===== src/rtl/hdio_pkg.sv =====
package hdio_pkg;
    typedef enum logic [1:0] {
        ST_IDLE  = 2'd0,
        ST_READ  = 2'd1,
        ST_WRITE = 2'd2
    } hdio_state_t;
endpackage


===== src/rtl/hdio_sync.sv =====
module hdio_sync #(
    parameter int          W       = 1,
    parameter int          STAGES  = 2,
    parameter logic [W-1:0] RST_VAL = '0
) (
    input  logic         clk,
    input  logic         rst_n,
    input  logic [W-1:0] d,
    output logic [W-1:0] q
);
    logic [W-1:0] stage [STAGES];

    genvar g;
    generate
        for (g = 0; g < STAGES; g++) begin : g_stage
            if (g == 0) begin : g_first
                always_ff @(posedge clk or negedge rst_n) begin
                    if (!rst_n) stage[g] <= RST_VAL;
                    else        stage[g] <= d;
                end
            end else begin : g_next
                always_ff @(posedge clk or negedge rst_n) begin
                    if (!rst_n) stage[g] <= RST_VAL;
                    else        stage[g] <= stage[g-1];
                end
            end
        end
    endgenerate

    assign q = stage[STAGES-1];
endmodule


===== src/rtl/hdio_sel_latch.sv =====
module hdio_sel_latch #(
    parameter int          W       = 6,
    parameter logic [W-1:0] RST_VAL = '0
) (
    input  logic         clk,
    input  logic         rst_n,
    input  logic         open_i,
    input  logic [W-1:0] d,
    output logic [W-1:0] q
);
    always_ff @(posedge clk or negedge rst_n) begin
        if (!rst_n)      q <= RST_VAL;
        else if (open_i) q <= d;
    end
endmodule


===== src/rtl/hdio_regfile.sv =====
module hdio_regfile #(
    parameter int DW     = 16,
    parameter int NWORDS = 8,
    localparam int IW    = $clog2(NWORDS),
    localparam int BW    = DW / 2
) (
    input  logic          clk,
    input  logic          rst_n,
    input  logic [IW-1:0] idx,
    input  logic          we_lo,
    input  logic          we_hi,
    input  logic [BW-1:0] lo_byte,
    input  logic [BW-1:0] hi_byte,
    output logic [DW-1:0] rword
);
    logic [DW-1:0] mem [NWORDS];

    genvar w;
    generate
        for (w = 0; w < NWORDS; w++) begin : g_word
            always_ff @(posedge clk or negedge rst_n) begin
                if (!rst_n) begin
                    mem[w] <= '0;
                end else if (idx == IW'(w)) begin
                    if (we_lo) mem[w][BW-1:0]  <= lo_byte;
                    if (we_hi) mem[w][DW-1:BW] <= hi_byte;
                end
            end
        end
    endgenerate

    assign rword = mem[idx];
endmodule


===== src/rtl/hdio_fsm.sv =====
module hdio_fsm
    import hdio_pkg::*;
(
    input  logic        clk,
    input  logic        rst_n,
    input  logic        sel,
    input  logic        rd_s,
    input  logic        wr_s,
    output logic        rd_fall,
    output logic        wr_fall,
    output logic        wr_rise,
    output logic        commit,
    output logic        rdy_n,
    output logic        drive,
    output hdio_state_t state
);
    hdio_state_t nxt;
    logic        rd_prev;
    logic        wr_prev;

    always_ff @(posedge clk or negedge rst_n) begin
        if (!rst_n) begin
            rd_prev <= 1'b1;
            wr_prev <= 1'b1;
        end else begin
            rd_prev <= rd_s;
            wr_prev <= wr_s;
        end
    end

    assign rd_fall = rd_prev & ~rd_s;
    assign wr_fall = wr_prev & ~wr_s;
    assign wr_rise = ~wr_prev & wr_s;

    always_ff @(posedge clk or negedge rst_n) begin
        if (!rst_n) state <= ST_IDLE;
        else        state <= nxt;
    end

    always_comb begin
        nxt = state;
        unique case (state)
            ST_IDLE: begin
                if (sel && rd_fall)      nxt = ST_READ;
                else if (sel && wr_fall) nxt = ST_WRITE;
            end
            ST_READ:  if (rd_s && wr_s) nxt = ST_IDLE;
            ST_WRITE: if (rd_s && wr_s) nxt = ST_IDLE;
            default:  nxt = ST_IDLE;
        endcase
    end

    always_comb begin
        rdy_n  = 1'b1;
        drive  = 1'b0;
        commit = 1'b0;
        unique case (state)
            ST_IDLE:  ;
            ST_READ: begin
                rdy_n = 1'b0;
                drive = 1'b1;
            end
            ST_WRITE: begin
                rdy_n  = 1'b0;
                commit = wr_rise;
            end
            default:  ;
        endcase
    end
endmodule


===== src/rtl/hdio_port.sv =====
module hdio_port
    import hdio_pkg::*;
#(
    parameter int DW     = 16,
    parameter int SEL_W  = 4,
    parameter int STAGES = 2,
    localparam int NWORDS = 2 ** (SEL_W - 1),
    localparam int BW     = DW / 2,
    localparam int LW     = SEL_W + 2
) (
    input  logic             clk,
    input  logic             rst_n,
    input  logic             cs_n,
    input  logic [SEL_W-1:0] rsel,
    input  logic             bhe_n,
    input  logic             as_i,
    input  logic             rd_n,
    input  logic             wr_n,
    input  logic [DW-1:0]    wdata,
    output logic [DW-1:0]    rdata,
    output logic             rdata_oe,
    output logic             rdy_n
);
    localparam logic [LW-1:0] SEL_RST = {1'b1, 1'b1, {SEL_W{1'b0}}};

    logic [2:0]    strb_s;
    logic          as_s, rd_s, wr_s;
    logic [LW-1:0] sel_s, sel_q;
    logic [DW-1:0] wdata_s;
    logic          lcs_n, lbhe_n;
    logic [SEL_W-1:0] lsel;
    logic          rd_fall, wr_fall, wr_rise, commit, drive;
    logic          we_lo, we_hi;
    logic [DW-1:0] rword;
    hdio_state_t   fsm_state;

    hdio_sync #(.W(3), .STAGES(STAGES), .RST_VAL(3'b111)) u_sync_strb (
        .clk(clk), .rst_n(rst_n), .d({as_i, rd_n, wr_n}), .q(strb_s)
    );
    assign {as_s, rd_s, wr_s} = strb_s;

    hdio_sync #(.W(LW), .STAGES(STAGES), .RST_VAL(SEL_RST)) u_sync_sel (
        .clk(clk), .rst_n(rst_n), .d({cs_n, bhe_n, rsel}), .q(sel_s)
    );

    hdio_sync #(.W(DW), .STAGES(STAGES), .RST_VAL('0)) u_sync_wd (
        .clk(clk), .rst_n(rst_n), .d(wdata), .q(wdata_s)
    );

    hdio_sel_latch #(.W(LW), .RST_VAL(SEL_RST)) u_latch (
        .clk(clk), .rst_n(rst_n), .open_i(as_s), .d(sel_s), .q(sel_q)
    );
    assign {lcs_n, lbhe_n, lsel} = sel_q;

    hdio_fsm u_fsm (
        .clk(clk), .rst_n(rst_n), .sel(~lcs_n), .rd_s(rd_s), .wr_s(wr_s),
        .rd_fall(rd_fall), .wr_fall(wr_fall), .wr_rise(wr_rise),
        .commit(commit), .rdy_n(rdy_n), .drive(drive), .state(fsm_state)
    );

    assign we_lo = commit & ~lsel[0];
    assign we_hi = commit & (lsel[0] | ~lbhe_n);

    hdio_regfile #(.DW(DW), .NWORDS(NWORDS)) u_rf (
        .clk(clk), .rst_n(rst_n), .idx(lsel[SEL_W-1:1]),
        .we_lo(we_lo), .we_hi(we_hi),
        .lo_byte(wdata_s[BW-1:0]), .hi_byte(wdata_s[DW-1:BW]),
        .rword(rword)
    );

    assign rdata_oe = drive;
    assign rdata    = drive ? rword : '0;
endmodule


===== config.mk =====
export PLATFORM = sky130hd
export DESIGN_NAME = hdio_port
export DESIGN_NICKNAME = d
export VERILOG_FILES = /design/src/rtl/hdio_pkg.sv /design/src/rtl/hdio_sync.sv /design/src/rtl/hdio_sel_latch.sv /design/src/rtl/hdio_regfile.sv /design/src/rtl/hdio_fsm.sv /design/src/rtl/hdio_port.sv
export SDC_FILE = /design/constraint.sdc
export NUM_CORES = 1
export LEC_CHECK = 0
export BUFFER_PORTS_ARGS = -buffer_cell sky130_fd_sc_hd__buf_2
export CAP_MARGIN = 5
export CORE_ASPECT_RATIO = 0.7
export CORE_MARGIN = 1
export CORE_UTILIZATION = 65
export CTS_BUF_LIST = sky130_fd_sc_hd__clkbuf_16
export CTS_CLUSTER_DIAMETER = 50
export DETAILED_ROUTE_END_ITERATION = 8
export PLACE_DENSITY = 0.86
export SYNTH_ARGS = -nofsm -noshare
export SYNTH_HDL_FRONTEND = slang
export SYNTH_SLANG_ARGS = --single-unit

===== constraint.sdc =====
create_clock -name clk -period 3.6 [get_ports clk]
set_input_delay 0 -clock clk [delete_from_list [all_inputs] [get_ports clk]]
set_output_delay 0 -clock clk [all_outputs]
set_load 0.02 [all_outputs]

==> summary.md, run 1 <==
The run finished with clean final reports. STA puts the critical path data arrival time at 2.77 ns. The total number of placement rows came out at 32.

Power spread over the standard cell area amounts to 604 mW/mm^2. For the number of maximum-capacitance violations, the log shows 0. Buffers inserted during clock tree synthesis total 17. After detailed routing, the number of remaining DRC violations is 0. Cells with a size suffix above 1 make up 50.6% of the layout. Between clock sinks in the finished design, the worst skew comes to 0.00693 ns. For the estimated wirelength of the detail-placed design, the log shows 8660 um.

In this run the mean area of a mapped cell was 17.5 um^2. For this run, the number of Yosys warnings is 0. The ratio of final minimum period to clock period was 77.0%. The starting density of the core was 67.6%; the cell depth of the worst flop-to-flop path was 3. For the initial antenna violation count, the log shows 0. Headroom to the max-slew limit came out at 33.8%. Most used flip-flop cell after synthesis: dfrtp_1. In the synthesized netlist, the cells that appear most often are dfrtp_1, mux2_2, mux4_2. In this run the worst path has a maximum fanout of 27. The logs give 27.7% for the aggregate global-route resource usage and 62.6% for the post-synthesis sequential area ratio. The tools report the length of the first detailed-routing pass in iterations as 4. The largest stage delay on the critical path works out to 0.90 ns.

0 antenna diodes ended up in the layout. The worst setup path is launched from a register. The number of setup violations in the final report was 0. No sink is reached through more buffers than the 2 on the longest clock path. For the via count of the first global-routing pass, the log shows 4357. Clock tree synthesis selected as its root buffer the cell clkbuf_16. The clock period could shrink to 2.77 ns. The number of nets in the synthesized netlist is 462, and the final hold violation count is 0. The die boundary width works out to 131 um. Clock tree synthesis found a total of 188 sinks. The share of synthesized area in the top cell type comes to 57.7%. Entering global routing, the biggest net connects 112 pins.

The via count normalized by instance count is 6.11, and the worst-skew pair later-pin latency is 0.42 ns. The critical path is of the register to output port type. After routing, the total negative slack on setup checks comes to 0 ns. The die covers 0.0121 mm^2. The region available for standard cell placement spans 0.0112 mm^2. The slowest stage of the critical path belongs to the cell dfrtp_2. Transition time at the pin with the least slew margin: 0.988 ns. By area the synthesized netlist is led by dfrtp_1, mux2_2, mux4_2. For the worst setup path, the data required time is 3.60 ns. The run gives 14700 um as the total length of routed wires. Summed over all cells, the static leakage comes to 4.18 nW.

Port buffering added 44 buffers. The first global-routing pass estimated 23900 um of wire. The path type of the worst min-delay path is input port to asynchronous set/reset pin. Setup repair after global routing left no endpoint under its margin.

For the DRC violation total after the first TritonRoute iteration, the log shows 292. Most used standard cell by instance count after synthesis: dfrtp_1. Compared with the post-synthesis result, the final layout area differs by 16.1%. For this design the top-level I/O count stands at 45.

Counting flops with an async set or reset pin after synthesis yields a share of 100%. The tools report the post-cts repair resize count as 0. After clock tree synthesis, the clock-pin slew on the worst setup and hold paths is 0.07 ns. Routability-driven placement finished with a final weighted congestion of 0.713.

The design draws 5.29 mW. In this run the remaining antenna-violating nets after routing total 0. At the end of the flow, the number of nets in the layout was 533.

The die outline height was 92.1 um. The number of enable flip-flop cells after synthesis came out at 0. Instance count of the mapped netlist: 432.

The overall via count from detail_route is 4086. Traced cell by cell, the critical path runs through buf_4 -> mux4_2 -> a22o_1 -> buf_2. The run gives 4 as the number of H-tree levels. After detailed routing, the average wire length per cell comes to 22.0 um. For the worst-case hold slack, the log shows 0.165 ns.

For the highest ir drop seen on vdd, the log shows 543 uV. The filler cell count in the final layout was 579; the residual overflow from global routing was 0. For the number of slew-limit violations in the final report, the log shows 0. TritonCTS built the clock tree. The post-synthesis sequential element count came out at 188. The highest attainable clock frequency was 361 MHz. The cell area that synthesis handed to floorplanning was 0.00755 mm^2. The count of different cell masters after synthesis was 35.

The cell type with the highest aggregate area in the netlist is dfrtp_1. STA classifies the critical path endpoint as an output port.
==> cells by family (layout without fill, tap and decap cells) <==
group                    count (synthesis)  in the layout  synth area share (%)
multiplexers                           166            166                  29.5
AND/OR/NAND/NOR                         32             32                  3.76
flip-flops                             188            188                  62.6
AO/OA/AOI/OAI                           18             18                  2.09
adder cells (fa/ha/maj)                  3              3                 0.497
buffers and inverters                   25            109                  1.53
==> metal layers <==
metal | track usage, % | wire length [um]
met1 | 40.2 | 6680
met2 | 42.3 | 7170
met3 | 6.88 | 720
met4 | 7.57 | 150
met5 | 0 | 0
==> what timing repair did <==
| item | in CTS | in global routing |
|---|---|---|
| endpoints found under the setup margin | 0 | 0 |
| setup buffers | 0 | 0 |
| endpoints found under the hold margin | 90 | 0 |
| hold buffers | 26 | 0 |
==> stage by stage <==
step | util, % | instances | setup slack [ns] | area (um^2)
2_1_floorplan | - | 432 | 1.67 | 7550
3_3_place_gp | 70.8 | 611 | 1.03 | 7900
3_5_place_dp | 70.8 | 611 | 0.967 | 7900
4_1_cts | 78.4 | 669 | 0.776 | 8760
5_1_grt | 78.4 | 669 | 0.642 | 8760
6_report | 78.4 | 669 | 0.829 | 8760
==> state kept, by name, indices dropped and copies added (netlist names) <==
signal	cells
u_sync_wd.q	16
u_fsm.rd_prev	1
u_sync_strb.q	3
u_sync_wd.stage	16
u_sync_strb.stage	3
u_fsm.wr_prev	1
u_fsm.state	2
u_sync_sel.stage	6
u_latch.q	6
u_rf.mem	128
u_sync_sel.q	6
==> path summary, 6_finish.rpt <==
kind	from	to	slack, ns
setup / recovery	u_latch.q[2]	rdata[3]	0.83
hold / removal	rst_n	u_latch.q[2]	0.16
setup reg to reg	u_latch.q[2]	u_rf.mem[13]	0.98
hold reg to reg	u_sync_wd.stage[21]	u_sync_wd.q[5]	0.35
max in group asynchronous	rst_n	u_rf.mem[86]	2.44
min in group clk	wdata[13]	u_sync_wd.stage[29]	0.21
==> cells in the final DEF, fill, tap and decap left out, types with 3 or more instances in the layout <==
cell type	netlist	layout
dlygate4sd3_1	0	26
mux2_2	126	126
nor2_1	3	3
dfrtp_1	174	173
buf_4	3	3
nand2b_1	3	3
mux4_2	32	32
buf_2	8	43
inv_1	3	3
clkbuf_16	0	17
a22o_1	16	16
clkinvlp_4	0	4
nor3_2	3	3
ha_1	3	3
mux2_1	8	8
clkinv_2	0	5
dfstp_2	14	14
bufinv_16	0	3
==> area by class of cell <==
cell class / count / area, um^2 / area share, %
inverter: 3 / 11.3 / 0.129
sequential: 188 / 4720 / 53.9
clock inverter: 15 / 171 / 1.96
multi-input combinational: 219 / 2710 / 30.9
tap: 153 / 191 / 2.19
clock buffer: 17 / 425 / 4.86
timing repair buffer: 74 / 529 / 6.04
==> power breakdown <==
group          internal, mW  switching (mW)
sequential             2.46           0.227
combinational         0.440           0.286
clock                  1.09           0.792
total                  3.99            1.30
==> critical path: cells and delay by family (launching register included) <==
kind,cells,cell delay [ns]
flops,1,0.90
mux,1,0.54
compound gates,1,0.27
buf+inv,2,0.62
No activity file was read; power rests on OpenSTA's default activity.
==> run 2: changes to the inputs <==
CORE_UTILIZATION = 60   (was 65)
PLACE_DENSITY = 0.81   (was 0.86)
clock period = 2.6 ns   (was 3.6 ns; I/O delays follow)
==> run 2 against run 1 <==
Critical path depth did not move; non-clock buffer count rose by 16; critical endpoint is now rdata[7]; cell area rose by 1.5%; via count fell by 1.3%; clock power rose by 38%; power rose by 39%; largest power group unchanged; highest routed layer unchanged; clock-buffer cell count did not move; critical path type unchanged; first-iteration DRC count fell by 21%; combinational power rose by 43%.
==> summary.md, run 2 (synthesized netlist as in run 1, its figures left out) <==
The worst setup path category was register to output port (unchanged). The most common library cell in the layout ignoring fill and taps is dfrtp_1 (unchanged). The run gives 63.0% (was 67.6%) as the starting density of the core. The run gives 549 (was 533) as the net count of the finished layout. The ratio of final minimum period to clock period came out at 92.5%. The die area is 0.0130 mm^2 (was 0.0121 mm^2). Top flop regs: u_rf.mem x128, u_sync_wd.q x16, u_sync_wd.stage x16 (unchanged).

The worst-path cell with the longest stage delay was dfrtp_2 (unchanged). TritonCTS built the clock tree. The logs give 50.4% (was 50.7%) for the part of the power in registers and 9190 um (was 8660 um) for the estimated wirelength of the detail-placed design. The number of buffer cells added on primary ports is 44 (unchanged), and the residual antenna-violating net count after detailed routing is 0 (unchanged). The tools report the endpoint kind of the worst setup timing path as an output port (unchanged). The number of primary I/O pins was 45 (unchanged); the area added between synthesis and finish was 17.9% (was 16.1%). The largest fanout on the critical path is 16 (was 27), and the largest stage delay on the critical path is 0.67 ns (was 0.90 ns). The clock root buffer is clkbuf_16 (unchanged).

The tools report the standby leakage power as 4.27 nW (was 4.18 nW). The via count of the first global-routing pass is 4312 (was 4357). The logs give 0 (unchanged) for the post-cts repair resize count and 2 (unchanged) for the number of buffers on the longest clock path. The routed design could run at a clock period as short as 2.40 ns. Path type of the worst min-delay path: input port to asynchronous set/reset pin (unchanged).

The logs give 5.54 mW (was 3.99 mW) for the internal power contribution and 0 (unchanged) for the residual overflow from global routing. The run gives 528 uV (was 543 uV) as the highest ir drop seen on vdd. Crit-path cells: buf_4 -> mux4_2 -> a22o_1 -> buf_2 (unchanged).

Top library cells by usage in the layout, fill and taps aside: dfrtp_1, mux2_2, buf_2, mux4_2, dlygate4sd3_1 (unchanged). The worst-skew pair later-pin latency was 0.42 ns (about the same). Number of slew-limit violations in the final report: 0 (unchanged). The die boundary width was 136 um (was 131 um); the initial antenna violation count was 0 (unchanged). The via count normalized by instance count is 5.85 (was 6.11). The maximum number of pins on one net before global-route repair came out at 81 (was 112). The setup total negative slack is 0 ns (unchanged), and the number of buffer and inverter stages on the critical path is 2 (unchanged). The global-route wire length before repair was 23500 um (was 23900 um); the worst endpoint required time was 2.60 ns (was 3.60 ns). The run gives 0 (unchanged) as the final hold violation count.

The total number of placement rows is 33 (was 32), and the number of buffers created by CTS is 17 (unchanged). The logs give 4033 (was 4086) for the overall via count from detail_route and 0 (unchanged) for the number of setup violations in the final report. Net switching power: 1.79 mW (was 1.30 mW).

The tools report the kind of start point of the critical path as a register (unchanged). The largest register by flop count was u_rf.mem (unchanged). Ratio of cells with drive above 1 in the final layout: 51.5% (was 50.6%).

The count of inserted antenna diode cells was 0 (unchanged). The DRC violation total after the first TritonRoute iteration is 232 (was 292), and the die outline height is 95.8 um (was 92.1 um). The tools report the number of H-tree levels as 4 (unchanged). The run finished with clean final reports. Setup repair after global routing left no endpoint under its margin. The combinational share of power is 14.1% (was 13.7%). The run gives 0.781 (was 0.713) as the weighted congestion at the end of routability-driven global placement. Derived from the worst setup path, the maximum achievable clock frequency is 416 MHz. The final worst clock skew was 0.0106 ns (was 0.00693 ns); the power density normalized to cell area was 824 mW/mm^2 (was 604 mW/mm^2). The worst endpoint data arrival time was 2.40 ns (was 2.77 ns).

The tools report the filler cell count in the final layout as 734 (was 579). The aggregate global-route resource usage was 25.1% (was 27.7%). For the total length of routed wires, the log shows 14500 um (was 14700 um). The length of the first detailed-routing pass in iterations was 4 (unchanged); the average routed wire per standard cell was 21.1 um (was 22.0 um). The tools report the remaining max-slew budget at the tightest pin as 54.8% (was 33.8%). The number of flip-flops under the largest register name works out to 128 (unchanged).

The tools report the number of sinks driven by the clock tree as 188 (unchanged). The cell type group with the largest total delay on the critical path is flip-flops (unchanged). The fraction of power spent switching nets came out at 24.5% (was 24.6%). The logs give 0 (unchanged) for the number of maximum-capacitance violations and 74.3% (was 78.4%) for the core occupancy in the finished layout. The transition time at the pin with the least slew margin was 0.678 ns (was 0.988 ns); the DRC violation count after routing was 0 (unchanged). The tools report the area of the core region as 0.0120 mm^2 (was 0.0112 mm^2). The tools report the clock power share as 35.5% (was 35.6%). The clock slew at the register clock pins of the worst setup and hold paths works out to 0.06 ns (was 0.07 ns).
## run 2: final cells by class
cell class                      count  area, um^2  area share, %
Sequential cell                   188        4720           53.1
Timing Repair Buffer               90         662           7.44
Inverter                            3        11.3          0.127
Clock buffer                       17         425           4.78
Tap cell                          157         196           2.21
Multi-Input combinational cell    219        2710           30.5
Clock inverter                     15         169           1.90
## run 2: what timing repair did
item	CTS	global route
setup endpoints to repair	0	0
buffers inserted	0	0
hold buffers	26	0
endpoints found under the hold margin	85	0
## run 2: worst paths after layout
check | slack [ns] | startpoint | depth (start not counted) | to
max | 0.20 | u_latch.q[2] | 4 | rdata[7]
min | 0.18 | rst_n | 2 | u_sync_sel.stage[9]
max reg2reg | 0.46 | u_fsm.state[0] | 5 | u_rf.mem[70]
min reg2reg | 0.35 | u_sync_wd.stage[17] | 0 | u_sync_wd.q[1]
max in group asynchronous | 1.57 | rst_n | 3 | u_rf.mem[7]
min in group clk | 0.22 | rsel[2] | 2 | u_sync_sel.stage[8]
## run 2: layer usage
layer | vias up | track usage, % | share of wire (%)
li1 | 1777 | - | -
met1 | 2145 | 35.3 | 48
met2 | 91 | 39.3 | 47
met3 | 20 | 5.95 | 4.4
met4 | 0 | 7.69 | 1.3
met5 | - | 0 | 0
## run 2: metrics by stage
stage	instance area [um^2]	power [mW]	setup slack, ns	hold slack, ns	instances
after floorplan	7550	4.40	0.667	-0.296	432
after global placement	8040	4.66	0.528	0.0599	631
after detailed placement	8040	4.74	0.469	0.0696	631
after CTS	8900	7.38	0.150	0.200	689
after global routing	8900	7.63	0.0809	0.197	689
final	8900	7.33	0.195	0.181	689
## run 2: worst reg2reg max path, cell delays in order (launching register included)
cell and delay, ns:
dfrtp_1 0.40, inv_1 0.09, ha_1 0.18, and4bb_1 0.37, nor3b_4 0.58, mux2_2 0.41
## run 2: power by group through the flow
stage               Combinational [mW]  Clock (mW)  Sequential [mW]
detailed placement                1.01           0             3.73
CTS                               1.05        2.64             3.69
global route                      1.12        2.76             3.75
global placement                 0.962           0             3.69
finish                            1.04        2.60             3.70
floorplan                        0.794           0             3.60
